## src/rtl/fault_diag_supervisor.sv

```systemverilog
module fault_diag_supervisor (
  input  logic clk,
  input  logic rst_n,
  input  logic ov_in,
  input  logic bat_uv_in,
  input  logic sup_uv_in,
  input  logic short_in,
  input  logic cpf_in,
  input  logic t_warn_in,
  input  logic t_shut_in,
  input  logic t_cool_in,
  input  logic wd_ok_in,
  input  logic wd_pulse_in,
  output logic bridge_en,
  output logic tx_en,
  output logic reset_req,
  output logic diag1,
  output logic diag2,
  output logic diag3
);

  logic ov_q, bu_q, su_q, sc_q, cp_q, tw_q, ts_q, tc_q, wk_q, wp_q, wk_d;
  logic shut_st, ot_lat;
  logic trig, shut_nx, lat_nx;

  always_ff @(posedge clk or negedge rst_n) begin
    if (!rst_n) begin
      {ov_q, bu_q, su_q, sc_q, cp_q} <= '0;
      {tw_q, ts_q, tc_q, wk_q, wp_q, wk_d} <= '0;
    end else begin
      ov_q <= ov_in;
      bu_q <= bat_uv_in;
      su_q <= sup_uv_in;
      sc_q <= short_in;
      cp_q <= cpf_in;
      tw_q <= t_warn_in;
      ts_q <= t_shut_in;
      tc_q <= t_cool_in;
      wk_q <= wd_ok_in;
      wp_q <= wd_pulse_in;
      wk_d <= wk_q;
    end
  end

  assign trig    = (wk_q & ~wk_d) | wp_q;
  assign shut_nx = shut_st ? ~(tc_q & ~ts_q) : ts_q;
  assign lat_nx  = shut_nx | (ot_lat & ~trig);

  always_ff @(posedge clk or negedge rst_n) begin
    if (!rst_n) begin
      shut_st   <= 1'b0;
      ot_lat    <= 1'b0;
      bridge_en <= 1'b0;
      tx_en     <= 1'b0;
      reset_req <= 1'b0;
      diag1     <= 1'b0;
      diag2     <= 1'b0;
      diag3     <= 1'b0;
    end else begin
      shut_st   <= shut_nx;
      ot_lat    <= lat_nx;
      bridge_en <= wk_q & ~sc_q & ~su_q & ~ov_q & ~bu_q & ~shut_nx;
      tx_en     <= ~shut_nx;
      reset_req <= shut_nx;
      diag1     <= sc_q | su_q;
      diag2     <= ov_q | bu_q | cp_q;
      diag3     <= tw_q | lat_nx;
    end
  end

  assert_fault_blocks_bridge_R1: assert property (@(posedge clk) disable iff (!rst_n)
    $past(sc_q | su_q | ov_q | bu_q | ~wk_q) |-> !bridge_en);

  assert_diag1_follows_R2: assert property (@(posedge clk) disable iff (!rst_n)
    $past(sc_q | su_q) |-> diag1);

  assert_warn_shows_R4: assert property (@(posedge clk) disable iff (!rst_n)
    $past(tw_q) |-> diag3);

  assert_shutdown_quiet_R5: assert property (@(posedge clk) disable iff (!rst_n)
    reset_req |-> (!bridge_en && !tx_en));

  assert_recover_needs_cool_R6: assert property (@(posedge clk) disable iff (!rst_n)
    $fell(reset_req) |-> $past(tc_q && !ts_q));

  assert_record_clears_after_R7: assert property (@(posedge clk) disable iff (!rst_n)
    $fell(diag3) |-> !reset_req);

endmodule

```

## config.mk

```make
export PLATFORM = sky130hd
export DESIGN_NAME = fault_diag_supervisor
export DESIGN_NICKNAME = d
export VERILOG_FILES = /design/src/rtl/fault_diag_supervisor.sv
export SDC_FILE = /design/constraint.sdc
export NUM_CORES = 1
export LEC_CHECK = 0
export ABC_AREA = 1
export BUFFER_PORTS_ARGS = -buffer_cell sky130_fd_sc_hd__buf_4
export CORE_MARGIN = 3
export CORE_UTILIZATION = 40
export DETAILED_ROUTE_END_ITERATION = 16
export GPL_TIMING_DRIVEN = 1
export HOLD_SLACK_MARGIN = 0.06
export PLACE_DENSITY = 0.76
export SYNTH_ARGS = -nofsm -noshare
export SYNTH_HDL_FRONTEND = slang
export SYNTH_SLANG_ARGS = --single-unit
export TNS_END_PERCENT = 5
```

## constraint.sdc

```tcl
create_clock -name clk -period 1.2 [get_ports clk]
set_clock_uncertainty 0.15 [all_clocks]
set_input_delay 0.36 -clock clk [delete_from_list [all_inputs] [get_ports clk]]
set_output_delay 0.36 -clock clk [all_outputs]
set_load 0.02 [all_outputs]
```

### After elaboration in Yosys (flattened, before gate mapping)

Cells that the tools add are included.

* mux-type cells: 1
* bitwise logic cells: 23

Operators by type and width (number)
* $not A1 Y1: 9
* $and A1 B1 Y1: 8
* $or A1 B1 Y1: 6
* $mux W1: 1

* output and inout bits: 6
* word-level logic and storage cells: 42
* register bits: 18

### Depth between registers and ports, before layout

Gate-level depths: netlist of the first run.

* depth after elaboration: 7
* depth in mapped cells: 4
* depth with buffers taken out: 4

### Least setup slack after synthesis of the first run

Ideal clock, no wire load.

* path kind: register to register
* start: reg, netlist name reset_req
* end: reg diag3
* data arrival time: 719 ps
* stages on the path, launching flop included: 3
* path slack: 206 ps
* setup time: 126 ps
* data required time: 924 ps
* path through: dfrtp_1 a21oi_4 nand3_2

RTL lines
* end signal, assigned: RTL line 67 `diag3 <= tw_q | lat_nx;`
* end, declared: RTL line 19 `output logic diag3`

### Worst setup path after layout of the first run

* start: reg reset_req
* end: out reset_req

RTL lines
* start, declared: RTL line 16 `output logic reset_req,`
* start signal, assigned: RTL line 64 `reset_req <= shut_nx;`

No word-level cell between the ends.

==> flow_summary.toml, run 1 <==
[run_status]
status = "complete, but fails checks"
failed_checks = "setup timing"

[grt]
track_usage_pct = 11.2
grt_overflow = 0
grt_max_degree = 19
grt_pass1_wl_mm = 1.52
grt_pass1_vias = 376
antenna_found_initial = 0

[logic_synthesis]
synthTopCellsByArea = "dfrtp_1, inv_1, nand2_1"
synth_flop_cell = "dfrtp_1"
ys.warnings.count = 0
synthesis.nets = 50
ys_async_sr_fraction_pct = 100
yosysMostFrequentCell = "dfrtp_1"
ys_seq_area_share_pct = 81.4
synth-edff-count = 0
synth.top_cell.area_share_pct = 81.4
ys_ff_latch = 18
synthCells = 38
yosys.area.top_type = "dfrtp_1"
yosysUniqueCellTypes = 10
yosys-top-cells-count = "dfrtp_1, inv_1, nand2_1"
synth_area_um2 = 553
avgSynthCellArea_um2 = 14.6

[sta]
finalHoldViolCount = 0
max_freq_mhz = 751
min_period_ns = 1.33
rsz0062_at_grt = "true"
slew_violations = 0
tns_ns = -0.628
period_share_pct = 111
timing.final.ws_setup_ns = -0.131
setup_viol_count_final = 6
worstMarginPinSlew_ns = 0.213
slew_headroom_pct = 85.8

[cts]
clockRootBuffer = "clkbuf_4"
clk_pin_slew_worst_paths_ns = 0.09
htreeDepth = 1
cts.sinks = 18
clock_path_buffers = 2
clock_latency_ns = 0.28
cts_made_buffers = 3
cts_tree = "built"

[critical_path]
start_kind = "flop"
crit_required_ns = 0.69
rr_startpoint = "reset_req"
cp_data_arrival_time_ns = 0.82
worstPathMaxFanout = 2
timing.rr.end = "diag3"
crit_family = "flip-flops"
cpMaxStageDelayCell = "dfrtp_1"
path_class = "reg2out"
path_cells = "buf_6"
critPathCaptureType = "output port"
r2r_setup_slack_ns = 0.13
slowest_delay_ns = 0.40
reg2reg_depth = 3
worst-path-buf-inv = 1

[routing]
wl_um = 879
num_vias = 374
ant_nets = 0
drc = 0
drt_iter0_markers = 3
wl_per_cell_um = 10.5
drtPass1Iterations = 5
avgViaCountPerCell = 4.45

[die]
rows = 12
dieWidth_um = 43.2
start_util_pct = 46.0
ioPinCount = 18
design.core.area_um2 = 1200
die_area_um2 = 1860
die_y_um = 43.2

[layout]
instances_no_fill = 84
drive_gt1_share_pct = 38.6
fin_nets = 84
fillers = 84
area_delta_synth_final_pct = 55.7
n_antenna_cell = 0

[hold_path]
min_to = "wk_d"
hold_depth = 0
hp-class = "reg2reg"
holdCritStartpoint = "wk_q"

[pwr]
p_leak_nw = 0.421
power_density_nw_per_um2 = 1230
peakVddDrop_mv = 0.797

[place]
port_buffers = 17
dp_worst_setup_slack_ns = 0.119
hpwlAfterDp_um = 543
placedCellCount = 69
gp_congestion = 0.710

[flow_run]
cap_violations = 0
[kinds of logic after synthesis]
kind of cell | synth area share, %
DFF | 81.4
and+or+nand+nor | 10.9
AOI/OAI and AO/OA | 2.94
buffers and inverters | 4.75
[metal layers]
metal | wire, µm | global-route usage (%)
met2 | 498 | 19.5
met5 | 0 | 0
met4 | 4 | 5.42
met3 | 60 | 2.54
met1 | 315 | 12.6
[final cells by class]
type                            count  area (µm²)  share of cell area, %
Sequential cell                    18         450                   52.3
Inverter                            7        26.3                   3.05
Timing Repair Buffer               29         268                   31.1
Multi-Input combinational cell     13        76.3                   8.87
Clock buffer                        3        22.5                   2.62
Tap cell                           14        17.5                   2.03
[through the flow]
| step | utilization [%] | area (µm²) | total power, W | hold slack [ns] |
|---|---|---|---|---|
| after floorplan | - | 553 | 0.000695 | -0.0856 |
| after global placement | 58.1 | 698 | 0.000751 | 0.0814 |
| after detailed placement | 58.1 | 698 | 0.000754 | 0.0825 |
| after CTS | 71.7 | 861 | 0.00107 | 0.261 |
| after global routing | 71.7 | 861 | 0.00111 | 0.284 |
| final | 71.7 | 861 | 0.00106 | 0.258 |
[power breakdown]
group	leakage (nW)	internal (W)	total [W]	switching, W
sequential	0.205	0.000637	0.000650	0.0000135
combinational	0.202	0.0000760	0.000131	0.0000548
clock	0.0138	0.000116	0.000275	0.000158
[placed cells by master (no fill, tap or decap)]
master         Yosys  layout
dlygate4sd3_1      0      11
nor2_2             2       2
nand3_2            1       1
nor2_1             2       2
a21oi_4            1       1
clkbuf_4           0       3
dfrtp_1           18      18
nand2_1            5       5
buf_6              0       6
buf_4              0      12
nand3_1            1       1
inv_1              6       6
nand2_2            1       1
inv_2              1       1
[worst max-delay path by stage]
stage                          from         to  slack [ns]  depth (start not counted)
after floorplan           reset_req      diag3        0.21                          2
after global placement    reset_req  reset_req        0.13                          1
after detailed placement  reset_req  reset_req        0.12                          1
after CTS                     diag3      diag3       -0.14                          1
after global routing          diag3      diag3       -0.15                          1
final                     reset_req  reset_req       -0.13                          1
[what timing repair did]
action,4_1_cts,5_1_grt
resized for setup,6,0
buffers inserted,1,0
setup endpoints to repair,6,6
endpoints found under the hold margin,28,0
hold buffers,11,0
No activity file was read; power rests on OpenSTA's default activity.
==> run 2, diff against run 1 <==
==> config.mk (replaced) <==
export PLATFORM = sky130hd
export DESIGN_NAME = fault_diag_supervisor
export DESIGN_NICKNAME = d
export VERILOG_FILES = /design/src/rtl/fault_diag_supervisor.sv
export SDC_FILE = /design/constraint.sdc
export NUM_CORES = 1
export LEC_CHECK = 0
export ABC_AREA = 0
export BUFFER_PORTS_ARGS = -buffer_cell sky130_fd_sc_hd__buf_2
export CORE_MARGIN = 3
export CORE_UTILIZATION = 40
export DETAILED_ROUTE_END_ITERATION = 16
export GPL_TIMING_DRIVEN = 0
export HOLD_SLACK_MARGIN = 0.06
export PLACE_DENSITY = 0.77
export SYNTH_ARGS = -nofsm -noshare
export SYNTH_HDL_FRONTEND = slang
export SYNTH_SLANG_ARGS = --single-unit
export TNS_END_PERCENT = 5
==> flow_summary.toml, run 2 <==
[run_status]
status = "complete, but fails checks"
failed_checks = "setup timing"

[place]
postPlaceCellArea_um2 = 632
gp_congestion = 0.671
port_buffers = 17

[critical_path]
reg2reg_depth = 3
crit_family = "flip-flops"
crit_required_ns = 0.69
critPathCaptureType = "output port"
worstPathMaxFanout = 2
timing.rr.end = "bridge_en"
worst-path-buf-inv = 1
path_cells = "buf_6"
rr_startpoint = "reset_req"
slowest_delay_ns = 0.40
path_class = "reg2out"
cpMaxStageDelayCell = "dfrtp_1"
start_kind = "flop"
cp_data_arrival_time_ns = 0.81
r2r_setup_slack_ns = 0.13

[logic_synthesis]
yosys.area.top_type = "dfrtp_1"
avgSynthCellArea_um2 = 17.1
ys_async_sr_fraction_pct = 100
synth_area_um2 = 529
synth-edff-count = 0
synth.top_cell.area_share_pct = 85.1
ys_seq_area_share_pct = 85.1
synthTopCellsByArea = "dfrtp_1, o211ai_1, nand2b_1"
yosysMostFrequentCell = "dfrtp_1"
synthCells = 31
yosys-top-cells-count = "dfrtp_1, nand2b_1, o211ai_1"
ys.warnings.count = 0
ys_ff_latch = 18
yosysUniqueCellTypes = 12
synth_flop_cell = "dfrtp_1"
synthesis.nets = 43

[layout]
drive_gt1_share_pct = 34.9
n_antenna_cell = 0
final_cell_mix = "dfrtp_1, buf_2, dlygate4sd3_1"
area_delta_synth_final_pct = 48.2
fin_nets = 77
final_area_um2 = 785
fillers = 87
final_common_cell = "dfrtp_1"
fin_util_pct = 67.0

[die]
design.core.area_um2 = 1170
die_y_um = 42.4
rows = 12
start_util_pct = 45.2
ioPinCount = 18
die_area_um2 = 1800
dieWidth_um = 42.4

[sta]
max_freq_mhz = 758
slew_violations = 0
period_share_pct = 110
hold_ws_ns = 0.247
rsz0062_at_grt = "true"
worstMarginPinSlew_ns = 0.362
setup_viol_count_final = 6
timing.final.ws_setup_ns = -0.119
finalHoldViolCount = 0
min_period_ns = 1.32
slew_headroom_pct = 75.8

[routing]
top_layer = "met3"
wl_um = 748
drtPass1Iterations = 2
num_vias = 338
drt_iter0_markers = 2
drc = 0
wl_met1_um = 309
wl_per_cell_um = 9.71
avgViaCountPerCell = 4.39
dr_wl_met3_um = 60
ant_nets = 0
met2_wirelength_um = 379

[grt]
track_usage_pct = 9.95
antenna_found_initial = 0
grt_pass1_vias = 315
grt_max_degree = 19
grt_pass1_wl_mm = 1.25
grt_overflow = 0

[cts]
clk_pin_slew_worst_paths_ns = 0.09
cts_tree = "built"
cts_made_buffers = 3
cts.sinks = 18
clock_path_buffers = 2
clockRootBuffer = "clkbuf_4"
clock_latency_ns = 0.28
htreeDepth = 1

[hold_path]
min_to = "wk_d"
holdCritStartpoint = "wk_q"
hp-class = "reg2reg"
hold_depth = 0

[pwr]
finalPower_w = 0.00102
peakVddDrop_mv = 0.699
p_leak_nw = 0.370
power_density_nw_per_um2 = 1300

[flow_run]
cap_violations = 0
## run 2: cell count changes after synthesis, moves of 2 or more
cell | previous run | this run
nor2_2 | 2 | 0
inv_1 | 6 | 1
nand2_1 | 5 | 1
o211ai_1 | 0 | 2
nand2b_1 | 0 | 2
## run 2: layout make-up
cell class              count  area [µm²]  area share [%]
clock buffers               3        22.5            2.87
inverters                   1        3.75           0.478
multi-input cells          12        75.1            9.57
flip-flops and latches     18         450            57.4
well taps                  14        17.5            2.23
repair buffers             29         215            27.4
## run 2: worst max path at each step
stage	start	end	slack, ns	depth (start not counted)
after floorplan	reset_req	bridge_en	0.18	2
after global placement	sc_q	bridge_en	0.15	2
after detailed placement	sc_q	bridge_en	0.14	2
after CTS	reset_req	reset_req	-0.13	1
after global routing	reset_req	reset_req	-0.17	1
final	reset_req	reset_req	-0.12	1
## run 2: kinds of logic (layout without fill, tap and decap cells)
family,after synthesis,count (layout),synth area share [%]
DFF,18,18,85.1
buffers and inverters,1,33,0.709
AOI/OAI and AO/OA,2,2,2.84
and+or+nand+nor,10,10,11.3
## run 2: per-stage QoR
stage / cells / setup slack [ns] / setup TNS [ns]
global route: 77 / -0.171 / -0.902
detailed placement: 62 / 0.138 / 0
floorplan: 31 / 0.177 / 0
finish: 77 / -0.119 / -0.629
global placement: 62 / 0.149 / 0
CTS: 76 / -0.129 / -0.705
## run 2: per-layer routing
metal	track usage, %	up-vias
li1	-	166
met1	10.2	156
met2	16.1	16
met3	5.15	0
met4	5.59	0
met5	0	-
## run 2: report_power, final
part           total (W)  internal, W  switching, W
logic           0.000102    0.0000582     0.0000435
registers       0.000647     0.000636     0.0000108
clock network   0.000271     0.000116      0.000155
## run 2: what timing repair did
item / in CTS / in global routing
hold buffers: 11 / 0
pin swaps: 0 / 0
endpoints found under the setup margin: 6 / 6
buffers inserted: 0 / 1
endpoints found under the hold margin: 28 / 0
gates resized for setup: 4 / 0
